## src/rtl/cmpc_pkg.sv

```systemverilog
package cmpc_pkg;

    typedef enum logic [1:0] {
        BLK_OFF  = 2'd0,
        BLK_RISE = 2'd1,
        BLK_FALL = 2'd2,
        BLK_BOTH = 2'd3
    } blank_mode_e;

    typedef enum logic [1:0] {
        FC_ALWAYS     = 2'd0,
        FC_REF1       = 2'd1,
        FC_REF2       = 2'd2,
        FC_ALWAYS_ALT = 2'd3
    } filt_ctrl_e;

endpackage

```

## src/rtl/cmpc_front.sv

```systemverilog
module cmpc_front #(
    parameter int SYNC_STAGES = 2
) (
    input  logic clk,
    input  logic rst_n,
    input  logic raw_i,
    input  logic sync_en_i,
    input  logic invert_en_i,
    output logic level_o
);
    typedef struct packed {
        logic [SYNC_STAGES-1:0] chain;
    } front_st_t;

    front_st_t st_d, st_q;

    generate
        if (SYNC_STAGES == 1) begin : g_one
            always_comb begin
                st_d       = st_q;
                st_d.chain = raw_i;
            end
        end else begin : g_many
            always_comb begin
                st_d       = st_q;
                st_d.chain = {st_q.chain[SYNC_STAGES-2:0], raw_i};
            end
        end
    endgenerate

    always_ff @(posedge clk) begin
        if (!rst_n) st_q <= '0;
        else        st_q <= st_d;
    end

    assign level_o = (sync_en_i ? st_q.chain[SYNC_STAGES-1] : raw_i) ^ invert_en_i;

endmodule

```

## src/rtl/cmpc_blank.sv

```systemverilog
module cmpc_blank
    import cmpc_pkg::*;
#(
    parameter int BLANK_W = 7
) (
    input  logic               clk,
    input  logic               rst_n,
    input  logic               level_i,
    input  blank_mode_e        mode_i,
    input  logic [BLANK_W-1:0] len_i,
    input  logic               ext_en_i,
    input  logic               ext_trig_i,
    output logic               level_o
);
    typedef struct packed {
        logic               prev;
        logic               hold;
        logic [BLANK_W-1:0] cnt;
    } blank_st_t;

    blank_st_t st_d, st_q;
    logic      edge_up, edge_dn, trig, win_open;

    always_comb begin
        edge_up  = level_i & ~st_q.prev;
        edge_dn  = ~level_i & st_q.prev;
        trig     = (edge_up & (mode_i == BLK_RISE || mode_i == BLK_BOTH))
                 | (edge_dn & (mode_i == BLK_FALL || mode_i == BLK_BOTH))
                 | (ext_en_i & ext_trig_i);
        win_open = (st_q.cnt != '0);

        st_d      = st_q;
        st_d.prev = level_i;
        if (win_open) begin
            st_d.cnt = st_q.cnt - 1'b1;
        end else if (trig && (len_i != '0)) begin
            st_d.cnt = len_i - 1'b1;
        end else begin
            st_d.hold = level_i;
        end
    end

    always_ff @(posedge clk) begin
        if (!rst_n) st_q <= '0;
        else        st_q <= st_d;
    end

    assign level_o = st_q.hold;

    // an open window freezes the blanked level
    p_window_hold_r4: assert property (@(posedge clk) disable iff (!rst_n)
        win_open |=> $stable(st_q.hold));

    // with no window and zero length the stage follows its input
    p_zero_len_follow_r5: assert property (@(posedge clk) disable iff (!rst_n)
        (!win_open && len_i == '0) |=> (st_q.hold == $past(level_i)));

endmodule

```

## src/rtl/cmpc_filter.sv

```systemverilog
module cmpc_filter
    import cmpc_pkg::*;
#(
    parameter int WIN_W       = 4,
    parameter int LONG_STABLE = 32
) (
    input  logic             clk,
    input  logic             rst_n,
    input  logic             level_i,
    input  logic             en_i,
    input  logic [WIN_W-1:0] win_i,
    input  filt_ctrl_e       ctrl_i,
    input  logic             ref_sel_i,
    output logic             level_o,
    output logic             rise_o,
    output logic             fall_o
);
    localparam int CNT_W = $clog2(LONG_STABLE + 1);
    localparam logic [WIN_W-1:0] WIN_MAX = {WIN_W{1'b1}};

    typedef struct packed {
        logic             lvl;
        logic             rise;
        logic             fall;
        logic [CNT_W-1:0] cnt;
    } filt_st_t;

    filt_st_t         st_d, st_q;
    logic             active;
    logic [CNT_W-1:0] need;

    always_comb begin
        unique case (ctrl_i)
            FC_REF1: active = en_i & ~ref_sel_i;
            FC_REF2: active = en_i & ref_sel_i;
            default: active = en_i;
        endcase
        need = (win_i == WIN_MAX) ? CNT_W'(LONG_STABLE) : CNT_W'(win_i) + CNT_W'(2);

        st_d = st_q;
        if (!active) begin
            st_d.lvl = level_i;
            st_d.cnt = '0;
        end else if (level_i == st_q.lvl) begin
            st_d.cnt = '0;
        end else if (st_q.cnt == need - 1'b1) begin
            st_d.lvl = level_i;
            st_d.cnt = '0;
        end else begin
            st_d.cnt = st_q.cnt + 1'b1;
        end
        st_d.rise = st_d.lvl & ~st_q.lvl;
        st_d.fall = ~st_d.lvl & st_q.lvl;
    end

    always_ff @(posedge clk) begin
        if (!rst_n) st_q <= '0;
        else        st_q <= st_d;
    end

    assign level_o = st_q.lvl;
    assign rise_o  = st_q.rise;
    assign fall_o  = st_q.fall;

    // a bypassed filter is one register stage
    p_bypass_copy_r8: assert property (@(posedge clk) disable iff (!rst_n)
        !active |=> (st_q.lvl == $past(level_i)));

    // agreement between input and output keeps the output
    p_agree_hold_r7: assert property (@(posedge clk) disable iff (!rst_n)
        (active && level_i == st_q.lvl) |=> $stable(st_q.lvl));

    // the stability count never reaches the longest window
    p_cnt_bound_r7: assert property (@(posedge clk) disable iff (!rst_n)
        st_q.cnt < CNT_W'(LONG_STABLE));

endmodule

```

## src/rtl/cmp_conditioner.sv

```systemverilog
module cmp_conditioner
    import cmpc_pkg::*;
#(
    parameter int SYNC_STAGES = 2,
    parameter int BLANK_W     = 7,
    parameter int WIN_W       = 4,
    parameter int LONG_STABLE = 32
) (
    input  logic               clk,
    input  logic               rst_n,
    input  logic               cmp_raw,
    input  logic               sync_en,
    input  logic               invert_en,
    input  logic [1:0]         blank_mode,
    input  logic [BLANK_W-1:0] blank_len,
    input  logic               ext_blank_en,
    input  logic               ext_blank_trig,
    input  logic               filt_en,
    input  logic [WIN_W-1:0]   filt_win,
    input  logic [1:0]         filt_ctrl,
    input  logic               ref_sel,
    output logic               cmp_out,
    output logic               rise_evt,
    output logic               fall_evt
);
    logic front_lvl, blank_lvl;

    cmpc_front #(.SYNC_STAGES(SYNC_STAGES)) front_i (
        .clk        (clk),
        .rst_n      (rst_n),
        .raw_i      (cmp_raw),
        .sync_en_i  (sync_en),
        .invert_en_i(invert_en),
        .level_o    (front_lvl)
    );

    cmpc_blank #(.BLANK_W(BLANK_W)) blank_i (
        .clk       (clk),
        .rst_n     (rst_n),
        .level_i   (front_lvl),
        .mode_i    (blank_mode_e'(blank_mode)),
        .len_i     (blank_len),
        .ext_en_i  (ext_blank_en),
        .ext_trig_i(ext_blank_trig),
        .level_o   (blank_lvl)
    );

    cmpc_filter #(.WIN_W(WIN_W), .LONG_STABLE(LONG_STABLE)) filter_i (
        .clk      (clk),
        .rst_n    (rst_n),
        .level_i  (blank_lvl),
        .en_i     (filt_en),
        .win_i    (filt_win),
        .ctrl_i   (filt_ctrl_e'(filt_ctrl)),
        .ref_sel_i(ref_sel),
        .level_o  (cmp_out),
        .rise_o   (rise_evt),
        .fall_o   (fall_evt)
    );

    // strobes never overlap
    p_evt_exclusive_r9: assert property (@(posedge clk) disable iff (!rst_n)
        !(rise_evt && fall_evt));

    // a rise strobe marks a real 0-to-1 change
    p_rise_real_r9: assert property (@(posedge clk) disable iff (!rst_n)
        rise_evt |-> (cmp_out && !$past(cmp_out)));

    // a fall strobe marks a real 1-to-0 change
    p_fall_real_r9: assert property (@(posedge clk) disable iff (!rst_n)
        fall_evt |-> (!cmp_out && $past(cmp_out)));

endmodule

```

## config.mk

```make
export PLATFORM = sky130hd
export DESIGN_NAME = cmp_conditioner
export DESIGN_NICKNAME = d
export VERILOG_FILES = /design/src/rtl/cmpc_pkg.sv /design/src/rtl/cmpc_front.sv /design/src/rtl/cmpc_blank.sv /design/src/rtl/cmpc_filter.sv /design/src/rtl/cmp_conditioner.sv
export SDC_FILE = /design/constraint.sdc
export NUM_CORES = 1
export LEC_CHECK = 0
export ABC_CLOCK_PERIOD_IN_PS = 2700
export CAP_MARGIN = 20
export CORE_ASPECT_RATIO = 1.2
export CORE_MARGIN = 4
export CORE_UTILIZATION = 37
export CTS_CLUSTER_SIZE = 14
export DETAILED_ROUTE_END_ITERATION = 16
export PLACE_DENSITY = 0.64
export SYNTH_ARGS = -nofsm -noshare
export SYNTH_HDL_FRONTEND = slang
export SYNTH_SLANG_ARGS = --single-unit
```

## constraint.sdc

```tcl
create_clock -name clk -period 2.7 [get_ports clk]
set_input_delay 0.81 -clock clk [delete_from_list [all_inputs] [get_ports clk]]
set_output_delay 0.81 -clock clk [all_outputs]
set_load 0.01 [all_outputs]
```

==> results of run 1 <==
==> worst reg2reg max path, cell delays in order, from the launching register on <==
cell and delay (ns):
dfxtp_1 0.34, or3_1 0.46, nor4_4 0.28, and2b_1 0.29
a21oi_1 0.10, ha_1 0.22, nand2_1 0.15, nor4_1 0.07
a2bb2oi_1 0.15, a211oi_1 0.20
==> layout by cell type, fill, tap and decap left out, types with 2 or more instances in the layout <==
cell | Yosys | routed
and3b_1 | 2 | 2
clkbuf_4 | 0 | 3
nand3_1 | 6 | 6
nor2b_1 | 2 | 2
ha_1 | 4 | 4
or3_1 | 3 | 3
a211oi_1 | 3 | 2
nand2b_1 | 3 | 3
nor2_1 | 15 | 14
dfxtp_1 | 20 | 20
a21boi_1 | 2 | 2
nand2_1 | 10 | 10
o21ai_2 | 1 | 2
xor2_1 | 6 | 6
nor3_1 | 2 | 2
nor4_1 | 3 | 3
a21oi_1 | 11 | 11
and2_1 | 2 | 2
inv_1 | 6 | 6
buf_4 | 1 | 13
o211ai_1 | 2 | 2
a2bb2oi_1 | 2 | 2
or2_1 | 2 | 2
mux2i_1 | 3 | 3
xnor2_1 | 4 | 4
clkdlybuf4s50_1 | 0 | 26
and4b_1 | 2 | 2
o21ai_0 | 3 | 3
==> cells by family (layout without fill, tap and decap cells) <==
| group | after synthesis | after routing |
|---|---|---|
| simple gates | 61 | 61 |
| flops | 20 | 20 |
| fa+ha+maj | 4 | 4 |
| compound gates | 37 | 37 |
| mux | 3 | 3 |
| xor+xnor | 11 | 11 |
| buf+inv | 9 | 49 |
==> power by group through the flow <==
stage	Sequential, mW	Clock [mW]	Combinational [mW]
after floorplan	0.387	0	0.299
after global placement	0.395	0	0.401
after detailed placement	0.397	0	0.413
after CTS	0.390	0.177	0.414
after global routing	0.399	0.188	0.473
final	0.389	0.171	0.412
==> final timing paths <==
check / depth (start not counted) / to / slack [ns]
max: 9 / filter_i.st_q[4]$_SDFF_PP0_ / 0.13
min: 1 / front_i.st_q[1]$_SDFF_PN0_ / 0.45
max reg2reg: 9 / blank_i.st_q[6]$_SDFFE_PN0N_ / 0.37
min reg2reg: 1 / front_i.st_q[1]$_SDFF_PN0_ / 0.45
==> through the flow <==
stage | total power [mW] | setup TNS, ns | cells
CTS | 0.981 | 0 | 221
global route | 1.06 | -0.0151 | 221
finish | 0.973 | 0 | 221
global placement | 0.795 | -1.68 | 217
floorplan | 0.686 | 0 | 145
detailed placement | 0.810 | -2.10 | 217
==> layer usage <==
layer  GRT usage, %  vias up  part of all wire (%)  routed length, microns
li1               -      612                     -                       -
met1           14.1      563                    39                    1060
met2           26.5       17                    56                    1500
met3           2.31        2                   4.0                     108
met4           5.06        0                   1.3                      36
met5              0        -                     0                       0
==> area by class of cell <==
type                       instances  share of cell area [%]
timing repair buffer              39                    21.0
sequential                        20                    23.5
multi-input combinational        116                    49.4
tap                               36                    2.64
clock buffer                       4                    2.13
inverter                           6                    1.32
==> sequential cells by signal, summed over array words and instances (netlist names) <==
register and flops:
blank_i.level_o 1, blank_i.st_q 8, filter_i.fall_o 1, filter_i.level_o 1
filter_i.rise_o 1, filter_i.st_q 6, front_i.st_q 2
==> what timing repair did <==
item,4_1_cts,5_1_grt
gates resized for setup,0,4
hold endpoints to repair,0,0
setup endpoints to repair,0,7
==> key figures, run 1 <==
Timing
  – Worst hold margin: 0.447 ns
  – Max Clock Freq: 0.389 GHz
  – Relative slew slack: 73.4%
  – Worst Skew: 0.00935 ns
  – Fin crit share: 95.2%
  – Worst-Margin Slew: 0.397 ns
  – Max-slew violation count: 0
  – Post-layout worst setup margin: 0.129 ns
  – Minimum clock period: 2.57 ns
  – Final hold vios: 0
  – Final Setup Violations: 0

Logic synthesis
  – Syn nets: 173
  – Most common cell in the netlist: dfxtp_1
  – Asr flop ratio synth: 0%
  – Synth warnings: 0
  – Cell count after synthesis: 145
  – Largest family of logic cells by synthesized area: simple AND/OR/NAND/NOR gates
  – Sequential share of the synthesized area: 31.7%
  – Xor and xnor area share after synthesis: 8.82%
  – Largest area contributor in the netlist: dfxtp_1
  – Mux share of post-synthesis cell area: 2.38%
  – Most frequent cells after synthesis: dfxtp_1 (20), nor2_1 (15), a21oi_1 (11)
  – Number of synthesized flops with an enable pin: 0
  – Post-synthesis compound-gate area fraction: 22.2%
  – Synth Area per Inst: 8.71 sq um
  – Synth Area in Simple Gates: 27.9%
  – Post-synth cell types: 48
  – Synth Area in Adders: 3.96%
  – Cell Area, Synth: 1260 sq um
  – Flop and latch count out of synthesis: 20
  – Post-synth top area share: 31.7%
  – Cells taking the most area after synthesis: dfxtp_1 (32%), nor2_1 (4.5%), a21oi_1 (4.4%)
  – Synth Flop Type: dfxtp_1

Floorplan
  – DIE AREA: 4410 sq um
  – Starting density of the core: 39.9%
  – Die X: 61.3 microns
  – Core Area: 3170 sq um
  – Row count: 22
  – IO Count: 27
  – Die Ht: 72.0 microns

Critical path
  – Delay-heaviest family, CP: compound AO/OA/AOI/OAI gates
  – Crit-path cells: clkdlybuf4s50_1 > ha_1 > buf_4 > nand2b_1 > a2bb2oi_1 > xor2_1 > a31oi_2 > o311ai_4 > nor2_1
  – Launch point of the worst reg-to-reg path: blank_i.st_q[2]$_SDFFE_PN0N_
  – Crit path launch: filt_win[1]
  – CP startpoint kind: input pin
  – Data arrival, critical path: 2.75 ns
  – CP Max Fanout: 6
  – CP Data Required Time: 2.88 ns
  – Critical path class: in -> reg
  – Buf/Inv on CP: 2
  – Critical Path End Type: flip-flop
  – Critical-path top delay cell: clkdlybuf4s50_1
  – Max stage delay on crit path: 0.43 ns

Final layout
  – Layout cell share with drive strength beyond 1: 15.7%
  – Area growth syn-to-layout: 35.0%
  – Multi-input logic area: 842 sq um
  – Diode count: 0
  – Layout fillers: 318
  – Core Util, Final: 53.8%
  – FF/Latch Area: 400 sq um
  – Total Nets Final: 214
  – Final design instance area without fill: 1700 sq um

Run
  – Max-cap violations: 0

Route
  – Routed WL: 2.70 mm
  – DR iter-0 viols: 52
  – Vias/cell: 5.40
  – # DRC: 0
  – TritonRoute pass-1 iters: 4
  – Wirelength per Cell: 12.2 microns
  – DR vias: 1194
  – Final ANT Viol Nets: 0

Global route
  – Initial antenna violation count: 0
  – Total grt overflow: 0
  – Total track usage: 13.8%
  – Number of global-route vias before repair: 1189
  – First-pass GRT wire length: 4.77 mm
  – Largest net degree at the start of global routing: 12

CTS
  – Post-CTS setup buffers: 0
  – CTS tree: done
  – Hold buffer count at cts: 0
  – Clk root buf: clkbuf_4
  – Clock buffer count from CTS: 3
  – Worst skew pair latency: 0.29 ns
  – Clk buf depth: 2
  – H-tree depth: 1
  – CTS clk-pin slew, worst paths: 0.12 ns
  – Clock sink count: 20

Place
  – PortBufs: 26
  – Dpl hpwl: 2.24 mm
  – Cell Area, Placed: 1650 sq um
  – Dpl ws: -0.233 ns
  – Routability cong.: 0.834

Status
  – Outcome: completed

Power and ir drop
  – Leakage: 0.666 nW
  – Sequential Power Share: 40.0%
  – Worst VDD drop: 0.339 mV
  – Combinational fraction of design power: 42.4%
  – Sw Share: 35.9%
  – Internal power: 0.624 mW
  – Share of total power in the clock network: 17.6%
  – NetSw: 0.349 mW
  – PwrDens: 571 nW/um^2

Worst hold path
  – Origin of the worst min-delay path: front_i.st_q[0]$_SDFF_PN0_
  – Hold Crit Class: reg -> reg
No activity file was read; power rests on OpenSTA's default activity.
==> run 2: changes to the inputs <==
SLEW_MARGIN = 20   (was not set)
==> results of run 2 <==
Same layout as run 1: the final DEF is identical, and so are final timing and power.
